`src/rtl/dly_pkg.sv`:
```
package dly_pkg;
    // Sequencer phases of the delay unit.
    typedef enum logic [2:0] {
        ST_IDLE,
        ST_CONV,
        ST_DIV,
        ST_WAIT,
        ST_DONE
    } dly_state_t;
endpackage

```
`src/rtl/dly_conv.sv`:
```
// Microsecond-to-tick conversion front end.
// Produces the short-path budget with a fixed-point reciprocal multiply,
// and the rounded-up dividend for the long path. Assumes the caller
// uses short_bud_o only when short_o is set and zero_o is clear.
module dly_conv #(
    parameter int US_W      = 32,
    parameter int FREQ_W    = 32,
    parameter int PROD_W    = 64,
    parameter int SHORT_LIM = 256,
    parameter int FIX_MULT  = 39099,
    parameter int FIX_SHIFT = 15,
    parameter int SCALE     = 1000000
) (
    input  logic signed [US_W-1:0]   usec_i,
    input  logic        [FREQ_W-1:0] freq_i,
    output logic                     zero_o,
    output logic                     short_o,
    output logic        [PROD_W-1:0] short_bud_o,
    output logic        [PROD_W-1:0] long_num_o
);
    localparam logic [PROD_W-1:0] RND_FIX  = PROD_W'((1 << FIX_SHIFT) - 1);
    localparam logic [PROD_W-1:0] RND_LONG = PROD_W'(SCALE - 1);

    logic [PROD_W-1:0] mag;

    // Classify the request and form both conversion results.
    always_comb begin
        mag         = PROD_W'($unsigned(usec_i));
        zero_o      = usec_i[US_W-1] || (usec_i == '0);
        short_o     = mag < PROD_W'(SHORT_LIM);
        short_bud_o = (mag * PROD_W'(FIX_MULT) + RND_FIX) >> FIX_SHIFT;
        long_num_o  = mag * PROD_W'(freq_i) + RND_LONG;
    end
endmodule

```
`src/rtl/dly_div.sv`:
```
// Restoring divider by a fixed constant, one quotient bit per cycle.
// load_i starts a division of num_i. fin_o pulses once NUM_W steps
// later, and quo_o holds the quotient from then on.
module dly_div #(
    parameter int NUM_W = 64,
    parameter int DEN   = 1000000
) (
    input  logic             clk,
    input  logic             rst_n,
    input  logic             load_i,
    input  logic [NUM_W-1:0] num_i,
    output logic             run_o,
    output logic             fin_o,
    output logic [NUM_W-1:0] quo_o
);
    localparam int DEN_W = $clog2(DEN + 1);
    localparam int STP_W = $clog2(NUM_W + 1);
    localparam logic [DEN_W:0] DEN_V = (DEN_W+1)'(DEN);

    logic [DEN_W-1:0] rem_q, rem_n;
    logic [DEN_W:0]   trial, diff;
    logic [STP_W-1:0] step_q;
    logic             ge;

    // One shift-subtract step of the restoring algorithm.
    always_comb begin
        trial = {rem_q, quo_o[NUM_W-1]};
        diff  = trial - DEN_V;
        ge    = trial >= DEN_V;
        rem_n = ge ? diff[DEN_W-1:0] : trial[DEN_W-1:0];
    end

    // Step sequencing, quotient shift register and finish pulse.
    always_ff @(posedge clk) begin
        if (!rst_n) begin
            rem_q  <= '0;
            quo_o  <= '0;
            step_q <= '0;
            run_o  <= 1'b0;
            fin_o  <= 1'b0;
        end else begin
            fin_o <= 1'b0;
            if (load_i) begin
                quo_o  <= num_i;
                rem_q  <= '0;
                step_q <= STP_W'(NUM_W);
                run_o  <= 1'b1;
            end else if (run_o) begin
                rem_q  <= rem_n;
                quo_o  <= {quo_o[NUM_W-2:0], ge};
                step_q <= step_q - 1'b1;
                if (step_q == STP_W'(1)) begin
                    run_o <= 1'b0;
                    fin_o <= 1'b1;
                end
            end
        end
    end

    a_r5_fin_idle: assert property (@(posedge clk) disable iff (!rst_n)
        fin_o |-> !run_o);
    a_r5_load_runs: assert property (@(posedge clk) disable iff (!rst_n)
        load_i |=> run_o);
endmodule

```
`src/rtl/dly_delta.sv`:
```
// Elapsed ticks between two samples of a down counter, corrected for reload.
// A negative raw difference gets the reload value added to it. A result
// that is still negative is clamped to zero.
module dly_delta #(
    parameter int CNT_W = 16
) (
    input  logic [CNT_W-1:0] prev_i,
    input  logic [CNT_W-1:0] cur_i,
    input  logic [CNT_W-1:0] max_i,
    output logic [CNT_W-1:0] delta_o
);
    logic signed [CNT_W+1:0] raw, adj;

    // Difference, wrap fix-up and clamp.
    always_comb begin
        raw = $signed({2'b00, prev_i}) - $signed({2'b00, cur_i});
        adj = raw + $signed({2'b00, max_i});
        if (!raw[CNT_W+1])
            delta_o = raw[CNT_W-1:0];
        else if (adj[CNT_W+1])
            delta_o = '0;
        else
            delta_o = adj[CNT_W-1:0];
    end
endmodule

```
`src/rtl/dly_wait_unit.sv`:
```
// Microsecond busy-wait delay unit (top).
// Accepts a signed microsecond request and samples the timer counter at
// once. It converts the request to a tick budget on the short or long path,
// then spends the budget on wrap-corrected counter deltas, one per cycle.
// Assumes freq_i and max_cnt_i stay stable while busy_o is high.
module dly_wait_unit
    import dly_pkg::*;
#(
    parameter int US_W      = 32,
    parameter int CNT_W     = 16,
    parameter int FREQ_W    = 32,
    parameter int SHORT_LIM = 256,
    parameter int FIX_MULT  = 39099,
    parameter int FIX_SHIFT = 15,
    parameter int SCALE     = 1000000
) (
    input  logic                    clk,
    input  logic                    rst_n,
    input  logic                    start_i,
    input  logic signed [US_W-1:0]  usec_i,
    input  logic        [CNT_W-1:0] tick_cnt_i,
    input  logic       [FREQ_W-1:0] freq_i,
    input  logic        [CNT_W-1:0] max_cnt_i,
    output logic                    busy_o,
    output logic                    done_o
);
    localparam int PROD_W = US_W + FREQ_W;
    localparam int REM_W  = PROD_W + 1;

    dly_state_t               state_q;
    logic signed [US_W-1:0]   n_q;
    logic        [CNT_W-1:0]  prev_q;
    logic signed [REM_W-1:0]  left_q, left_nxt;
    logic                     is_zero, is_short, div_load, div_run, div_fin;
    logic        [PROD_W-1:0] short_bud, long_num, quo;
    logic        [CNT_W-1:0]  delta;
    logic                     spent;

    dly_conv #(
        .US_W(US_W), .FREQ_W(FREQ_W), .PROD_W(PROD_W),
        .SHORT_LIM(SHORT_LIM), .FIX_MULT(FIX_MULT),
        .FIX_SHIFT(FIX_SHIFT), .SCALE(SCALE)
    ) u_conv (
        .usec_i(n_q), .freq_i(freq_i), .zero_o(is_zero),
        .short_o(is_short), .short_bud_o(short_bud), .long_num_o(long_num)
    );

    dly_div #(.NUM_W(PROD_W), .DEN(SCALE)) u_div (
        .clk(clk), .rst_n(rst_n), .load_i(div_load), .num_i(long_num),
        .run_o(div_run), .fin_o(div_fin), .quo_o(quo)
    );

    dly_delta #(.CNT_W(CNT_W)) u_delta (
        .prev_i(prev_q), .cur_i(tick_cnt_i), .max_i(max_cnt_i), .delta_o(delta)
    );

    // Budget after this cycle's delta, and whether it is used up.
    always_comb begin
        left_nxt = left_q - $signed({{(REM_W-CNT_W){1'b0}}, delta});
        spent    = left_nxt[REM_W-1] || (left_nxt == '0);
        div_load = (state_q == ST_CONV) && !is_zero && !is_short;
        busy_o   = (state_q != ST_IDLE);
        done_o   = (state_q == ST_DONE);
    end

    // Request sequencer: accept, convert, divide, count, finish.
    always_ff @(posedge clk) begin
        if (!rst_n) begin
            state_q <= ST_IDLE;
            n_q     <= '0;
            prev_q  <= '0;
            left_q  <= '0;
        end else begin
            unique case (state_q)
                ST_IDLE: if (start_i) begin
                    prev_q  <= tick_cnt_i;
                    n_q     <= usec_i;
                    state_q <= ST_CONV;
                end
                ST_CONV: begin
                    if (is_zero) begin
                        left_q  <= '0;
                        state_q <= ST_DONE;
                    end else if (is_short) begin
                        left_q  <= $signed({1'b0, short_bud});
                        state_q <= (short_bud == '0) ? ST_DONE : ST_WAIT;
                    end else begin
                        state_q <= ST_DIV;
                    end
                end
                ST_DIV: if (div_fin) begin
                    left_q  <= $signed({1'b0, quo});
                    state_q <= (quo == '0) ? ST_DONE : ST_WAIT;
                end
                ST_WAIT: begin
                    prev_q <= tick_cnt_i;
                    left_q <= left_nxt;
                    if (spent)
                        state_q <= ST_DONE;
                end
                ST_DONE: state_q <= ST_IDLE;
                default: state_q <= ST_IDLE;
            endcase
        end
    end

    a_r8_done_single: assert property (@(posedge clk) disable iff (!rst_n)
        done_o |=> !done_o);
    a_r8_done_busy: assert property (@(posedge clk) disable iff (!rst_n)
        done_o |-> busy_o);
    a_r9_no_restart: assert property (@(posedge clk) disable iff (!rst_n)
        (state_q != ST_IDLE) |=> (state_q != ST_CONV));
    a_r3_zero_quick: assert property (@(posedge clk) disable iff (!rst_n)
        (state_q == ST_CONV && is_zero) |=> done_o);
    a_r6_prev_follows: assert property (@(posedge clk) disable iff (!rst_n)
        (state_q == ST_WAIT) |=> (prev_q == $past(tick_cnt_i)));
    a_r7_delta_range: assert property (@(posedge clk) disable iff (!rst_n)
        (state_q == ST_WAIT) |-> (delta <= prev_q || delta < max_cnt_i));
endmodule

```
`config.mk`:
```
export PLATFORM = sky130hd
export DESIGN_NAME = dly_wait_unit
export DESIGN_NICKNAME = d
export VERILOG_FILES = /design/src/rtl/dly_pkg.sv /design/src/rtl/dly_conv.sv /design/src/rtl/dly_div.sv /design/src/rtl/dly_delta.sv /design/src/rtl/dly_wait_unit.sv
export SDC_FILE = /design/constraint.sdc
export NUM_CORES = 2
export LEC_CHECK = 0
export ABC_AREA = 1
export BUFFER_PORTS_ARGS = -buffer_cell sky130_fd_sc_hd__buf_4
export CAP_MARGIN = 20
export CORE_UTILIZATION = 55
export DETAILED_ROUTE_END_ITERATION = 10
export PLACE_DENSITY = 0.71
export REMOVE_ABC_BUFFERS = 1
export SYNTH_ARGS = -nofsm -noshare
export SYNTH_HDL_FRONTEND = slang
export SYNTH_HIERARCHICAL = 1
export SYNTH_SLANG_ARGS = --single-unit
```
`constraint.sdc`:
```
create_clock -name clk -period 13.55 [get_ports clk]
set_input_delay 0.6775 -clock clk [delete_from_list [all_inputs] [get_ports clk]]
set_output_delay 0.6775 -clock clk [all_outputs]
set_load 0.03 [all_outputs]
```
* Word-level counts from Yosys, hierarchy flattened
Cells that the tools add are included.
** Storage, ports and cells
- Output and inout port bits :: 2
- Bits of input ports :: 99
- Register bits after elaboration :: 209
** Cells by class
- Add/subtract/negate cells :: 7
- Multipliers :: 2
- Reductions and logical operators :: 21
- Order comparisons :: 2
- Multiplexer cells :: 25
- Bitwise logic cells :: 2
- Equal/unequal tests :: 9
** Operators by type and width (count)
- $mux W65 :: 3
- $pmux W65 S3 :: 1
- $logic_not A64 Y1 :: 2
- $mux W64 :: 2
- $logic_not A65 Y1 :: 1
- $sub A65 B17 Y65 :: 1
- $add A64 B20 Y64 const B :: 1
- $mul A32 B32 Y64 :: 1
- $add A48 B15 Y49 const B :: 1
- $mul A32 B16 Y48 const B :: 1
- $mux W16 :: 3
- $logic_not A32 Y1 :: 1
- $lt A32 B9 Y1 const B :: 1
- $pmux W16 S2 :: 1
- $ge A21 B20 Y1 const B :: 1
- $mux W3 :: 7
- $mux W20 :: 1
- $sub A20 B20 Y20 const B :: 1
- $add A18 B17 Y18 :: 1
- $sub A16 B16 Y17 :: 1
- $mux W7 :: 2
- $pmux W3 S4 :: 1
- $eq A7 B1 Y1 const B :: 1
- $sub A7 B1 Y7 const B :: 1
- 18 further kinds :: 31

* Logic depth before layout (Yosys ltp)
- Depth after elaboration :: 9
- Gate-level depth with buffers :: 48
- Mapped depth without buffers :: 47

* By module
The synthesis kept the hierarchy.
** Modules (own cells, without submodules)
- dly_conv :: seq. area each 0.0 µm², area each 48944.4 µm², cells an instance 6714, instances 1
- dly_wait_unit :: seq. area each 2322.2 µm², area each 8792.2 µm², cells an instance 1448, instances 1
- dly_div :: seq. area each 1861.8 µm², area each 4728.3 µm², cells an instance 720, instances 1
- dly_delta :: seq. area each 0.0 µm², area each 2168.3 µm², cells an instance 412, instances 1

* Worst setup path after synthesis
OpenSTA, ideal clock, no wires.
- Kind :: flip-flop to flip-flop
- From :: register n_q[5]
- To :: register u_div.quo_o[41]
- Stages on the path, launching flop included :: 33
- Setup slack :: 6636 ps
- Data arrival time :: 6798 ps
- Required time :: 13435 ps
- Cell sequence :: dfxtp_1 -> clkbuf_1 -> clkbuf_1 -> nand2_1 -> fa_1 -> inv_1 -> fa_1 -> fa_1 -> inv_1 -> fa_1 -> inv_1 -> fa_1 -> inv_1 -> fa_1 -> inv_1 -> fa_1 -> inv_1 -> fa_1 -> inv_1 -> ha_1 -> nand2_1 -> nor2_1 -> nand2_1 -> inv_1 -> nand3_1 -> nand3_1 -> nand3_1 -> nand3_1 -> nand2_1 -> nand2_1 -> o21ai_0 -> o21ai_0 -> inv_1
** Between the ends
- Elaborated cells on any way between the ends :: 11
- Those cells by class :: add/sub (1); mul (1); order compare (1); mux (1); reduce/logical (7)
** RTL lines
- from (decl) :: RTL line dly_wait_unit.sv:31 : logic signed [US_W-1:0] n_q;
- from (signal assigned) :: RTL line dly_wait_unit.sv:77 : n_q <= usec_i;
- $mul A32 B32 Y64 :: RTL line dly_conv.sv:32 : long_num_o = mag * PROD_W'(freq_i) + RND_LONG;
- $add A64 B20 Y64 :: RTL line dly_conv.sv:32
- via long_num[41] :: RTL line dly_wait_unit.sv:35 : logic [PROD_W-1:0] short_bud, long_num, quo;
- $mux W64 :: RTL line dly_div.sv:43 : if (load_i) begin
- to (signal assigned) :: RTL line dly_div.sv:44 : quo_o <= num_i;
- to (signal assigned) :: RTL line dly_div.sv:50 : quo_o <= {quo_o[NUM_W-2:0], ge};
- to (decl) :: RTL line dly_div.sv:14 : output logic [NUM_W-1:0] quo_o
The timed path passes the listed nets, and every way through them passes these cells.
A chain may end at the register's enable or synchronous reset.

* Final worst setup path
- From :: register n_q[24]
- To :: register u_div.quo_o[59]
The elaborated chain is that of the path after synthesis.

==> results.md <==
- The run finished with clean final reports.
- Setup repair after global routing left no endpoint under its margin.
- The summed instance area of the synthesized netlist is between 60000 and 70000 sq um.
- The CTS tree is built.
- The tool flagged a number of max-cap violations equal to 0.
- The required arrival time at the worst endpoint is roughly 14 ns.
- The count of clock tree sinks is ~210.
- The detailed placer's ending HPWL is roughly 160 mm.
- The worst hold-check path type is primary input to register.
- Measured against its own limit, the worst slew margin works out to 0.289.
- The clock transition time at the flip-flop clock pins of the worst setup and hold paths is ~0.070 ns.
- Sorting the synthesized cells by area gives the leading types as fa_1 35%, inv_1 16%, nand2_1 15%, ha_1 11%, dfxtp_1 6.5%.
- For this run, the detailed router's first-pass iteration total came to 6.
- CTS built an H-tree with a depth of 1.
- In the routed layout, each cell is associated on average with a via count of about 5.3.
- The die outline height is approximately 340 um.
- The startpoint identified for the worst hold timing path is tick_cnt_i[3].
- In this run, post-CTS repair resized a total of 0 instances.
- The number of antenna violations at the first check in global routing is 3.
- The final wirelength is 202 mm.
- The type of the worst setup path is register to register.
- The clock latency on the worst-skew pair is about 0.63 ns.
- The count of cells along the worst register-to-register path is 30.
- The final sum of negative setup slack is 0 ns.
- The fraction of final layout cells with drive strength greater than 1 is 0.0373.
- The number of buffers created by CTS is 28.
- The count of nets left with antenna violations once routing finished came out at 0.
- Of the post-synthesis cell area, the dominant cell type holds 0.347.
- The die outline width is between 300 and 400 um.
- At the end of routability-driven placement, the weighted congestion stood at about 1.0.
- The global-route total usage across every layer is 0.347.
- The number of distinct library cells after synthesis is 53.
- For this run, design rule violations remaining after detail routing come to 0.
- The maximum number of pins on one net before global-route repair is between 90 and 100.
- The number of pins exceeding their max-slew limit in the final report is 0.
- On the worst path, the slowest cell contributes a delay of ~0.74 ns.
- The synthesized area per cell is 6.95 sq um.
- Counting along the longest clock path gives a buffer depth of 3.
- The critical path capture point type is a register.
- The number of hold violations in the final report is 0.
- Synthesis produced a netlist whose cell count is around 9300.
- The overall overflow remaining after global route is 0.
- Tracing the worst setup path back leads to its startpoint at n_q[24].
- The worst clock skew is slightly above 0.03 ns.
- In this run the tool buffered the top-level ports with 100 buffer cells.
- The startpoint identified for the worst register-to-register timing path is n_q[24].
- The synthesis-to-finish area growth is 3.91%.
- In this run the core area contains 125 standard-cell rows.
- Of the synthesized area, sequential elements account for 0.0647.
- The first global-routing pass estimated between 300 and 400 mm of wire.
- The routed layout has between 50000 and 60000 vias.
- The antenna cell count is 0.
- Of all nets on the critical path, the largest fanout is 23.
- The largest individual stage delay along the critical path comes from the cell dfxtp_2.
- During I/O placement, the number of pins put on the boundary was approximately 100.
- The transition at the pin with the smallest max-transition slack is between 1 and 1.5 ns.
- In this run, synthesis produced a sequential element count of approximately 210.
- After the last flow step, the layout net total stands at ~11000.
- The worst path in the final design needs a cycle of ~7.9 ns, including I/O delays and setup.
- The number of warnings reported in the yosys synthesis log is 6.
- STA classifies the critical path startpoint as a register.
- The number of global-route vias before repair is just under 60000.
- The library cell used as clock root buffer is clkbuf_16.
- Of the available clock period, the critical path in the final layout requires 0.581.
- The quantity of hold-fixing buffers added after cts is 0.
- The cell type with the highest aggregate area in the netlist is fa_1.
- The worst hold path was traced through 3 stages.
- For this configuration, the core starts out at a cell density of 0.555.
- Post-CTS timing repair inserted 0 buffers for setup.
- Data arrives at the worst endpoint at roughly 8.4 ns.
- The violation count after the first detailed-route iteration is between 4000 and 5000.
- After detailed routing, the average wire length per cell comes to about 19 um.
- The area of the die is approximately 120000 sq um.
- Setup violations remaining at the end of the flow were counted as 0.
- The region available for standard cell placement spans about 120000 sq um.
- For this run, the top clock speed supported by timing is 0.127 GHz.
## logic make-up (layout without fill, tap and decap cells)
family,count (synthesis),after routing,synth area share
AOI/OAI and AO/OA,555,555,0.0531
DFF,209,209,0.0647
xor gates and xnor gates,76,76,0.0103
other,1,30,0.0000580
adders and majority gates,1691,1691,0.457
and+or+nand+nor,3558,3558,0.225
buffers and inverters,3204,3045,0.189
## final timing paths
path	endpoint	slack, ns
worst max-delay path	u_div/quo_o[59]	5.67
worst max register to register	u_div/quo_o[59]	5.67
worst min-delay path	prev_q[3]	0.29
worst min register to register	n_q[22]	0.44
## metal layers
metal	global-route usage	share of wire
met1	0.459	0.41
met2	0.571	0.46
met3	0.0574	0.085
met4	0.133	0.043
met5	0	0
## metrics by stage
stage,utilization,cells,setup WS [ns],cell area [sq um],hold WS (ns)
floorplan,-,8970,6.49,63200,0.441
global placement,0.569,10600,5.72,66300,0.430
detailed placement,0.569,10600,5.75,66300,0.435
CTS,0.577,10700,5.73,67200,0.270
global route,0.577,10700,5.33,67200,0.306
finish,0.577,10700,5.67,67200,0.295
## synthesized netlist by cell type (all sizes together)
library cell / instances
a21boi: 4
a21o: 4
a21oi: 211
a221oi: 106
a22oi: 10
a31oi: 3
and2: 15
and3: 4
buf: 70
clkbuf: 282
clkinv: 3
conb: 1
dfxtp: 209
dlygate4sd3: 1
fa: 1119
ha: 572
inv: 2848
nand2: 2629
nand3: 256
nand3b: 13
nand4: 93
nor2: 467
nor3: 42
nor3b: 1
nor4: 36
o211ai: 12
o21ai: 163
o21bai: 21
o221ai: 20
o41ai: 1
or2: 2
xnor2: 11
xor2: 65
## layout make-up
class | instances | area, sq um
multi-input combinational | 5910 | 48400
sequential | 209 | 4220
fill | 11300 | 49200
tap | 1524 | 1910
inverter | 2851 | 10700
timing repair buffer | 143 | 1070
clock buffer | 38 | 778
clock inverter | 13 | 120
## worst max-delay path, delay by kind of cell, from the launching register on
kind | cells | cell delay (ns)
buffers and inverters | 8 | 0.91
DFF | 1 | 0.74
adders and majority gates | 9 | 4.45
and+or+nand+nor | 10 | 1.07
AOI/OAI and AO/OA | 3 | 0.56
## flip-flops by register name (all words and copies together), names as in the netlist
signal	flops
left_q	65
u_div/quo_o	64
n_q	32
u_div/rem_q	20
prev_q	16
u_div/step_q	7
state_q	3
u_div/fin_o	1
u_div/run_o	1
## cell usage in the layout, fill, tap and decap left out, types with 4 or more instances in the layout
cell type | netlist | layout
a21o_1 | 4 | 4
a21oi_1 | 203 | 203
a21oi_2 | 8 | 8
a221oi_1 | 106 | 106
a22oi_1 | 10 | 10
and2_1 | 14 | 14
and3_1 | 4 | 4
buf_4 | 32 | 143
clkbuf_1 | 282 | 6
clkbuf_16 | 0 | 28
clkbuf_8 | 0 | 4
clkinv_1 | 3 | 4
clkinv_2 | 0 | 5
conb_1 | 1 | 30
dfxtp_1 | 209 | 178
dfxtp_2 | 0 | 31
fa_1 | 1119 | 1119
ha_1 | 572 | 572
inv_1 | 2838 | 2836
inv_2 | 10 | 11
nand2_1 | 2599 | 2599
nand2_2 | 27 | 27
nand3_1 | 240 | 239
nand3_2 | 15 | 15
nand3b_1 | 13 | 13
nand4_1 | 92 | 92
nor2_1 | 432 | 430
nor2_2 | 27 | 27
nor2_4 | 8 | 10
nor3_1 | 31 | 31
nor3_2 | 10 | 10
nor4_1 | 34 | 34
o211ai_1 | 12 | 12
o21ai_0 | 156 | 156
o21ai_1 | 5 | 5
o21bai_1 | 21 | 21
o221ai_1 | 20 | 20
xnor2_1 | 11 | 11
xor2_1 | 65 | 65
Power is not shown: default switching activity piles up to over one toggle a cycle in this logic, so the estimate is an artifact.
